==> src/rtl/opunit_pkg.sv <==
package opunit_pkg;

    localparam int NOPS  = 2;
    localparam int SRC_A = 0;
    localparam int SRC_B = 1;

    typedef enum logic [1:0] {
        OP_ADD = 2'd0,
        OP_SUB = 2'd1,
        OP_AND = 2'd2,
        OP_XOR = 2'd3
    } alu_op_e;

    typedef struct packed {
        alu_op_e code;
        logic    inv_a;
        logic    zero_a;
        logic    imm_ok;
    } op_ctl_t;

    // Which operand slots must be fetched through the release/go handshake.
    function automatic logic [NOPS-1:0] operand_need(
        input logic [NOPS-1:0] mask,
        input logic            zero_a,
        input logic            imm_ok
    );
        logic [NOPS-1:0] n;
        n[SRC_A] = ~mask[SRC_A] & ~zero_a;
        n[SRC_B] = ~mask[SRC_B] & ~imm_ok;
        return n;
    endfunction

endpackage

==> src/rtl/opunit_slot.sv <==
module opunit_slot #(
    parameter int DW = 16
) (
    input  logic          clk,
    input  logic          rst,
    input  logic          start_i,
    input  logic          need_i,
    input  logic          busy_i,
    input  logic          go_i,
    input  logic [DW-1:0] data_i,
    output logic          rel_o,
    output logic          have_o,
    output logic [DW-1:0] data_o
);
    logic          need_q;
    logic          got_q;
    logic [DW-1:0] data_q;

    assign rel_o  = busy_i && need_q && !got_q;
    assign have_o = !need_q || got_q;
    assign data_o = data_q;

    always_ff @(posedge clk) begin
        if (rst) begin
            need_q <= 1'b0;
            got_q  <= 1'b0;
            data_q <= '0;
        end else if (start_i) begin
            need_q <= need_i;
            got_q  <= 1'b0;
            data_q <= '0;
        end else if (go_i && rel_o) begin
            got_q  <= 1'b1;
            data_q <= data_i;
        end
    end
endmodule

==> src/rtl/opunit_alu.sv <==
module opunit_alu
    import opunit_pkg::*;
#(
    parameter int DW = 16
) (
    input  logic          clk,
    input  logic          rst,
    input  logic          in_valid,
    output logic          in_ready,
    input  alu_op_e       op,
    input  logic [DW-1:0] a,
    input  logic [DW-1:0] b,
    output logic          out_valid,
    input  logic          out_ready,
    output logic [DW-1:0] out_data
);
    logic          vld_q;
    logic [DW-1:0] res_q;
    logic [DW-1:0] res_d;

    assign in_ready  = !vld_q;
    assign out_valid = vld_q;
    assign out_data  = res_q;

    always_comb begin
        unique case (op)
            OP_ADD:  res_d = a + b;
            OP_SUB:  res_d = a - b;
            OP_AND:  res_d = a & b;
            default: res_d = a ^ b;
        endcase
    end

    always_ff @(posedge clk) begin
        if (rst) begin
            vld_q <= 1'b0;
            res_q <= '0;
        end else if (in_valid && in_ready) begin
            vld_q <= 1'b1;
            res_q <= res_d;
        end else if (vld_q && out_ready) begin
            vld_q <= 1'b0;
        end
    end
endmodule

==> src/rtl/opunit_ctrl.sv <==
module opunit_ctrl
    import opunit_pkg::*;
#(
    parameter int DW = 16
) (
    input  logic            clk,
    input  logic            rst,
    input  logic            issue_i,
    input  logic [1:0]      op_code_i,
    input  logic            inv_a_i,
    input  logic            zero_a_i,
    input  logic [DW-1:0]   imm_i,
    input  logic            imm_ok_i,
    input  logic [NOPS-1:0] rd_mask_i,
    input  logic [NOPS-1:0] rd_go_i,
    input  logic [DW-1:0]   src_a_i,
    input  logic [DW-1:0]   src_b_i,
    input  logic            wr_go_i,
    output logic            busy_o,
    output logic [NOPS-1:0] rd_rel_o,
    output logic            wr_rel_o,
    output logic [DW-1:0]   result_o
);
    logic            busy_q;
    logic            start;
    logic            sent_q;
    op_ctl_t         ctl_q;
    logic [DW-1:0]   imm_q;
    logic [NOPS-1:0] need;
    logic [NOPS-1:0] have;
    logic [DW-1:0]   src_bus  [NOPS];
    logic [DW-1:0]   slot_val [NOPS];
    logic [DW-1:0]   a_eff;
    logic [DW-1:0]   b_eff;
    logic            alu_in_valid;
    logic            alu_in_ready;
    logic            alu_out_valid;
    logic            alu_out_ready;
    logic [DW-1:0]   alu_out_data;
    logic            wr_fire;

    assign start   = issue_i && !busy_q;
    assign need    = operand_need(rd_mask_i, zero_a_i, imm_ok_i);
    assign wr_fire = wr_rel_o && wr_go_i;

    assign src_bus[SRC_A] = src_a_i;
    assign src_bus[SRC_B] = src_b_i;

    always_ff @(posedge clk) begin
        if (rst) begin
            busy_q <= 1'b0;
            ctl_q  <= '0;
            imm_q  <= '0;
        end else if (start) begin
            busy_q <= 1'b1;
            ctl_q  <= '{code: alu_op_e'(op_code_i), inv_a: inv_a_i,
                        zero_a: zero_a_i, imm_ok: imm_ok_i};
            imm_q  <= imm_i;
        end else if (wr_fire) begin
            busy_q <= 1'b0;
        end
    end

    for (genvar i = 0; i < NOPS; i++) begin : g_slot
        opunit_slot #(.DW(DW)) u_slot (
            .clk     (clk),
            .rst     (rst),
            .start_i (start),
            .need_i  (need[i]),
            .busy_i  (busy_q),
            .go_i    (rd_go_i[i]),
            .data_i  (src_bus[i]),
            .rel_o   (rd_rel_o[i]),
            .have_o  (have[i]),
            .data_o  (slot_val[i])
        );
    end

    always_comb begin
        a_eff = ctl_q.zero_a ? '0 : slot_val[SRC_A];
        if (ctl_q.inv_a) a_eff = ~a_eff;
        b_eff = ctl_q.imm_ok ? imm_q : slot_val[SRC_B];
    end

    always_ff @(posedge clk) begin
        if (rst || start) begin
            sent_q <= 1'b0;
        end else if (alu_in_valid && alu_in_ready) begin
            sent_q <= 1'b1;
        end
    end

    assign alu_in_valid  = busy_q && (&have) && !sent_q;
    assign alu_out_ready = busy_q && wr_go_i;

    opunit_alu #(.DW(DW)) u_alu (
        .clk       (clk),
        .rst       (rst),
        .in_valid  (alu_in_valid),
        .in_ready  (alu_in_ready),
        .op        (ctl_q.code),
        .a         (a_eff),
        .b         (b_eff),
        .out_valid (alu_out_valid),
        .out_ready (alu_out_ready),
        .out_data  (alu_out_data)
    );

    assign busy_o   = busy_q;
    assign wr_rel_o = busy_q && alu_out_valid;
    assign result_o = alu_out_data;
endmodule

==> config.mk <==
export PLATFORM = sky130hd
export DESIGN_NAME = opunit_ctrl
export DESIGN_NICKNAME = d
export VERILOG_FILES = /design/src/rtl/opunit_pkg.sv /design/src/rtl/opunit_slot.sv /design/src/rtl/opunit_alu.sv /design/src/rtl/opunit_ctrl.sv
export SDC_FILE = /design/constraint.sdc
export NUM_CORES = 1
export LEC_CHECK = 0
export BUFFER_PORTS_ARGS = -buffer_cell sky130_fd_sc_hd__buf_4
export CORE_MARGIN = 2
export CORE_UTILIZATION = 57
export DETAILED_ROUTE_END_ITERATION = 16
export PLACE_DENSITY = 0.77
export SYNTH_ARGS = -nofsm -noshare
export SYNTH_HDL_FRONTEND = slang
export SYNTH_SLANG_ARGS = --single-unit
==> constraint.sdc <==
create_clock -name clk -period 4 [get_ports clk]
set_input_delay 0.2 -clock clk [delete_from_list [all_inputs] [get_ports clk]]
set_output_delay 0.2 -clock clk [all_outputs]
set_load 0.05 [all_outputs]
==> metrics.txt, run 1 <==
max cap viols=0; Syn-to-layout area delta=16.5%; Worst Skew=0.00934 ns; FP Rows=33; filler instances=698; Initial DRT Pass Iterations=5; Setup CP Type=flip-flop to flip-flop; Mapped Nets=701; Root Buffer=clkbuf_8; critical path peak fanout=13; Die H=95.8 um; sequential share of the synthesized area=31.7%; via count=4334; die width=95.8 um; Hold-fix buffers, CTS=0; GRT Total Usage=27.1%; Post-Syn Area=0.00480 mm^2; r2r setup slk=0.24 ns; final wirelength=11700 um; die area=0.00917 mm^2; fin util=68.5%; total grt overflow=0; vias in the first global route=4271; Adder-Cell Fraction of Synth Area=9.80%; gpl congestion=0.911; Max IR drop VDD=0.000236 V; post-synthesis cell type count=55; drt wl/cell=15.1 um; dpl hpwl=8890 um; Port Buffer Count=80; Ports=81; number of setup violations in the final report=0; H-tree depth=3; unrepaired setup endpoints after global routing=false; Ant. Diodes=0; leak pwr=2.39 nW; CTS resizes=0; CTS Buffer Depth=2; Cell Pwr Density=353 mW/mm^2; synth warn=0; period utilization=93.9%; status=finished, final reports clean; CTS clk-pin slew, worst paths=0.09 ns; nets=763; EDFF count, synth=0; Slew headroom=48.5%; Post-Syn Area per Cell=7.96 um^2; CTS buffer count=9; HP Class=input port to flip-flop; register bit total from synthesis=76; Placed Area=0.00543 mm^2; Initial Utilization=58.7%; Slew Viols, Final=0; Max Clk Rate=266 MHz; DRC viols=0; critical path arrival=4.00 ns; asr flop ratio synth=0%; clk sinks=76; min Tclk post-route=3.76 ns; Worst setup EP type=flip-flop; Synth Area in Simple Gates=20.9%; Post-Syn Instances=603; CORE AREA=0.00818 mm^2; vias per inst=5.59; commonest non-fill, non-tap cell in the layout=nand2_1; setup_tns=0 ns; CTS tree=yes; startpoint types=flip-flop; Routed Antenna Nets=0; Primary FF master, synth=dfxtp_1; first-pass GRT wire length=19500 um; ratio of cells with drive above 1 in the final layout=19.1%; Setup Fix Bufs, Post-CTS=0; clock latency on the worst-skew pair=0.36 ns; initial DRC count=150; Final Hold Vio Count=0; Worst EP required=4.25 ns; Slew @ Worst Pin=0.770 ns; largest family of logic cells by synthesized area=simple AND/OR/NAND/NOR gates; Synth Area in XOR/XNOR=7.27%; antenna violations before repair=0; multiplexer share of the synthesized area=7.43%; largest net degree at the start of global routing=46; fin area=0.00560 mm^2; commonest cells after routing, fill and taps aside=135 x nand2_1, 89 x buf_4, 82 x a21oi_1, 75 x dfxtp_1, 36 x ha_1; Synth Area in Compound Gates=18.3%
## registers in the layout, summed over array words and instances, names as in the netlist
register / count
imm_q: 16
g_slot.u_slot.data_o: 32
g_slot.u_slot.got_q: 2
u_alu.out_data: 16
g_slot.u_slot.need_q: 2
sent_q: 1
u_alu.out_valid: 1
ctl_q: 5
busy_o: 1
## Yosys cell counts (3+ instances only)
cell type    n  area [um^2]
xnor2_1     29          254
nor2b_1      7         43.8
a211oi_1     5         37.5
mux2_2      11          124
inv_1       12         45.0
clkbuf_1    31          116
mux2i_1     18          180
xor2_1       9         78.8
o21ai_0     16         80.1
dfxtp_1     76         1520
nand3_1      6         30.0
nand2b_1    23          144
a21oi_1     82          410
a31oi_1      3         18.8
nand2_1    135          507
o21a_1       4         30.0
buf_4        3         22.5
and3_1       5         31.3
nor2_1      25         93.8
nor3_1       8         40.0
and2_1       3         18.8
o211ai_1    12         90.1
a21o_1       8         60.1
ha_1        36          450
## through the flow
| step | hold slack, ns | worst slack [ns] | instances | power (mW) |
|---|---|---|---|---|
| 2_1_floorplan | 0.296 | 0.516 | 603 | 1.29 |
| 3_3_place_gp | 0.399 | 0.344 | 759 | 1.45 |
| 3_5_place_dp | 0.399 | 0.178 | 759 | 1.46 |
| 4_1_cts | 0.0198 | 0.136 | 775 | 1.98 |
| 5_1_grt | 0.0110 | 0.0431 | 775 | 2.08 |
| 6_report | 0.0247 | 0.244 | 775 | 1.98 |
## logic make-up (layout without fill, tap and decap cells)
group           count (synthesis)  after routing
flops                          76             76
fa+ha+maj                      37             37
mux                            32             32
compound gates                146            146
xor+xnor                       39             39
simple gates                  223            223
buf+inv                        50            117
## worst paths after layout
| kind | startpoint | endpoint | cells after the start |
|---|---|---|---|
| worst max-delay path | ctl_q[0] | u_alu.out_data[15] | 13 |
| worst min-delay path | wr_go_i | busy_o | 2 |
| worst max register to register | ctl_q[0] | u_alu.out_data[15] | 13 |
| worst min register to register | u_alu.out_data[12] | u_alu.out_data[12] | 2 |
## critical path, stage by stage (launching register included)
cell	delay [ns]
dfxtp_2	0.54
mux2i_1	0.33
ha_1	0.23
inv_1	0.08
or3_1	0.44
o21a_1	0.23
xnor2_1	0.13
ha_1	0.36
nand2_1	0.07
o21ai_0	0.40
a31oi_1	0.21
o21a_1	0.16
o2111a_1	0.25
a211o_1	0.22
## per-layer routing
layer	vias up	track usage [%]	part of all wire, %
li1	2187	-	-
met1	2024	32.2	43
met2	99	49.1	51
met3	24	3.60	3.1
met4	0	11.2	2.4
met5	-	0	0
## cell type report
| cell class | count | area (um^2) | share of cell area [%] |
|---|---|---|---|
| multi-input combinational | 477 | 3060 | 54.7 |
| sequential | 76 | 1520 | 27.2 |
| timing repair buffer | 89 | 668 | 11.9 |
| tap | 105 | 131 | 2.35 |
| clock buffer | 10 | 128 | 2.28 |
| inverter | 12 | 45.0 | 0.805 |
| clock inverter | 6 | 40.0 | 0.715 |
## power by group
part	total [mW]	switching (mW)	internal [mW]
clock network	0.529	0.303	0.226
registers	0.823	0.0297	0.794
logic	0.626	0.364	0.262
Note: power is estimated with default switching activity, not from simulation.
==> run 2: changes to the inputs <==
BUFFER_PORTS_ARGS = not set   (was -buffer_cell sky130_fd_sc_hd__buf_4)
CORE_UTILIZATION = 62   (was 57)
DONT_BUFFER_PORTS = 1   (was not set)
PLACE_DENSITY = 0.74   (was 0.77)
==> metrics.txt, run 2 (synthesis results as in run 1) <==
Cell Pwr Density=354 mW/mm^2 (+0.27%); Die H=92.0 um (-3.9%); FF-to-FF path depth=13 (unchanged); first-pass GRT wire length=20000 um (+2.5%); gpl congestion=0.919 (+0.80%); Worst setup EP type=flip-flop; H-tree depth=3 (unchanged); min Tclk post-route=3.64 ns (-0.114 ns); initial DRC count=286 (+91%); die area=0.00846 mm^2 (-7.7%); commonest cells after routing, fill and taps aside=135 x nand2_1, 82 x a21oi_1, 75 x dfxtp_1, 53 x dlygate4sd3_1, 36 x ha_1; max cap viols=0 (unchanged); commonest non-fill, non-tap cell in the layout=nand2_1; nets=735 (-3.7%); clock latency on the worst-skew pair=0.36 ns (about the same); critical path arrival=3.95 ns (-0.05 ns); setup_tns=0 ns (unchanged); clk sinks=76 (unchanged); period utilization=91.1% (-2.8 points); Setup Fix Bufs, Post-CTS=0 (unchanged); status=finished, final reports clean; hold endpoint=busy_o; Crit path top cell by count=a21o_1; dpl hpwl=8380 um (-5.7%); vias in the first global route=4350 (+1.8%); die width=92.0 um (-3.9%); via count=4366 (+0.74%); critical path peak fanout=13 (unchanged); Max IR drop VDD=0.000203 V (-14%); Worst EP required=4.31 ns (+0.06 ns); leak pwr=2.22 nW (-7.1%); CTS clk-pin slew, worst paths=0.08 ns (about the same); number of setup violations in the final report=0 (unchanged); vias per inst=5.87 (+4.9%); Sw Pwr=0.690 mW (-0.94%); Routed Antenna Nets=0 (unchanged); unrepaired setup endpoints after global routing=false; Slew headroom=11.1% (-37 points); capturing point of the worst reg2reg path=u_alu.out_data[14]; worst hold path cell count=2 (unchanged); Worst Skew=0.00758 ns (-0.00176 ns); Port Buffer Count=0 (-100%); Initial DRT Pass Iterations=7 (+2); Final Hold Vio Count=0 (unchanged); Seq pwr share=45.6% (+4.0 points); final wirelength=12300 um (+5.1%); Ant. Diodes=0 (unchanged); CTS tree=yes; Setup CP Type=flip-flop to flip-flop; Sw Ratio=35.2% (-0.045 points); Hold Startpoint=issue_i; CTS Buffer Depth=2 (unchanged); Slew Viols, Final=0 (unchanged); HP Class=input port to flip-flop; Initial Utilization=63.1% (+4.4 points); Cell Int Power=1.27 mW (-0.74%); Critical Path Max Stage Delay=0.54 ns (about the same); antenna violations before repair=0 (unchanged); CP cell instances=mux2i_1, o211ai_2, or3_4, o21ai_0, xor2_1, ha_1, a21o_1, a21o_1, a21o_1, a41o_1, a31oi_1, mux2i_1, o211a_1; max reg flops=32 (unchanged); ratio of cells with drive above 1 in the final layout=7.32% (-12 points); FP Rows=32 (-3.0%); Syn-to-layout area delta=15.3%; CORE AREA=0.00761 mm^2 (-6.9%); Reg-to-Reg Start=ctl_q[0]; GRT Total Usage=29.9% (+2.8 points); r2r setup slk=0.36 ns (+0.11 ns); Hold WS=0.0103 ns (-0.0143 ns); critical path's slowest cell=dfxtp_2; drt wl/cell=16.5 um (+9.4%); Combinational Power Share=26.7% (-4.9 points); DRC viols=0 (unchanged); Max Clk Rate=275 MHz (+3.1%); Ports=81 (unchanged); total grt overflow=0 (unchanged); Root Buffer=clkbuf_8; CTS buffer count=9 (unchanged); startpoint types=flip-flop; clock power share=27.7% (+1.0 points); Slew @ Worst Pin=1.33 ns (+0.564 ns); largest net degree at the start of global routing=39 (-15%)
==> run 2: cell count changes in the layout (fill, tap and decap cells not counted) <==
cell | previous run | this run
buf_12 | 0 | 1
buf_4 | 89 | 7
clkbuf_8 | 9 | 10
clkinv_2 | 3 | 2
dlygate4sd3_1 | 0 | 53
o21ai_0 | 16 | 15
o21ai_1 | 0 | 1
==> run 2: worst max-delay path by stage <==
stage | endpoint | slack (ns) | start | cells after the start
6_report | u_alu.out_data[14] | 0.36 | ctl_q[0] | 13
5_1_grt | u_alu.out_data[15] | 0.18 | ctl_q[0] | 13
4_1_cts | u_alu.out_data[15] | 0.15 | ctl_q[0] | 13
3_5_place_dp | u_alu.out_data[15] | 0.18 | ctl_q[0] | 13
3_3_place_gp | u_alu.out_data[15] | 0.33 | ctl_q[0] | 13
2_1_floorplan | u_alu.out_data[15] | 0.52 | ctl_q[0] | 16
==> run 2: area by class of cell <==
type	instances	area, um^2
inverter	12	45.0
fill	596	2070
clock inverter	5	35.0
sequential	76	1520
clock buffer	11	141
tap	102	128
timing repair buffer	61	603
multi-input combinational	477	3060
==> run 2: power by group through the flow <==
stage	Combinational, mW	Clock [mW]	Sequential, mW
final	0.524	0.543	0.895
after floorplan	0.387	0	0.903
after CTS	0.513	0.547	0.895
after detailed placement	0.460	0	0.913
after global placement	0.451	0	0.912
after global routing	0.577	0.579	0.900
==> run 2: what timing repair did <==
action,in CTS,in global routing
endpoints found under the setup margin,0,3
resized for setup,0,2
hold buffers,53,1
hold endpoints to repair,70,1
==> run 2: layer usage <==
layer,GRT usage (%),vias to the layer above,routed length [um]
met5,0,-,0
met2,52.6,147,6150
met4,13.7,0,380
li1,-,2139,-
met3,6.00,39,553
met1,35.1,2041,5210
==> run 2: stage by stage <==
step	std cells	setup slack (ns)	power [mW]	instance area [um^2]	utilization, %
2_1_floorplan	603	0.516	1.29	4800	-
3_3_place_gp	674	0.329	1.36	4810	63.2
3_5_place_dp	674	0.179	1.37	4810	63.2
4_1_cts	743	0.154	1.96	5530	72.6
5_1_grt	744	0.177	2.06	5540	72.8
6_report	744	0.358	1.96	5540	72.8
==> run 2: worst max-delay path: cells and delay by family, from the launching register on <==
family / cells / cell delay [ns]
adder cells (fa/ha/maj): 1 / 0.30
flip-flops: 1 / 0.54
AND/OR/NAND/NOR: 1 / 0.38
multiplexers: 2 / 0.62
AO/OA/AOI/OAI: 8 / 1.49
XOR/XNOR: 1 / 0.24
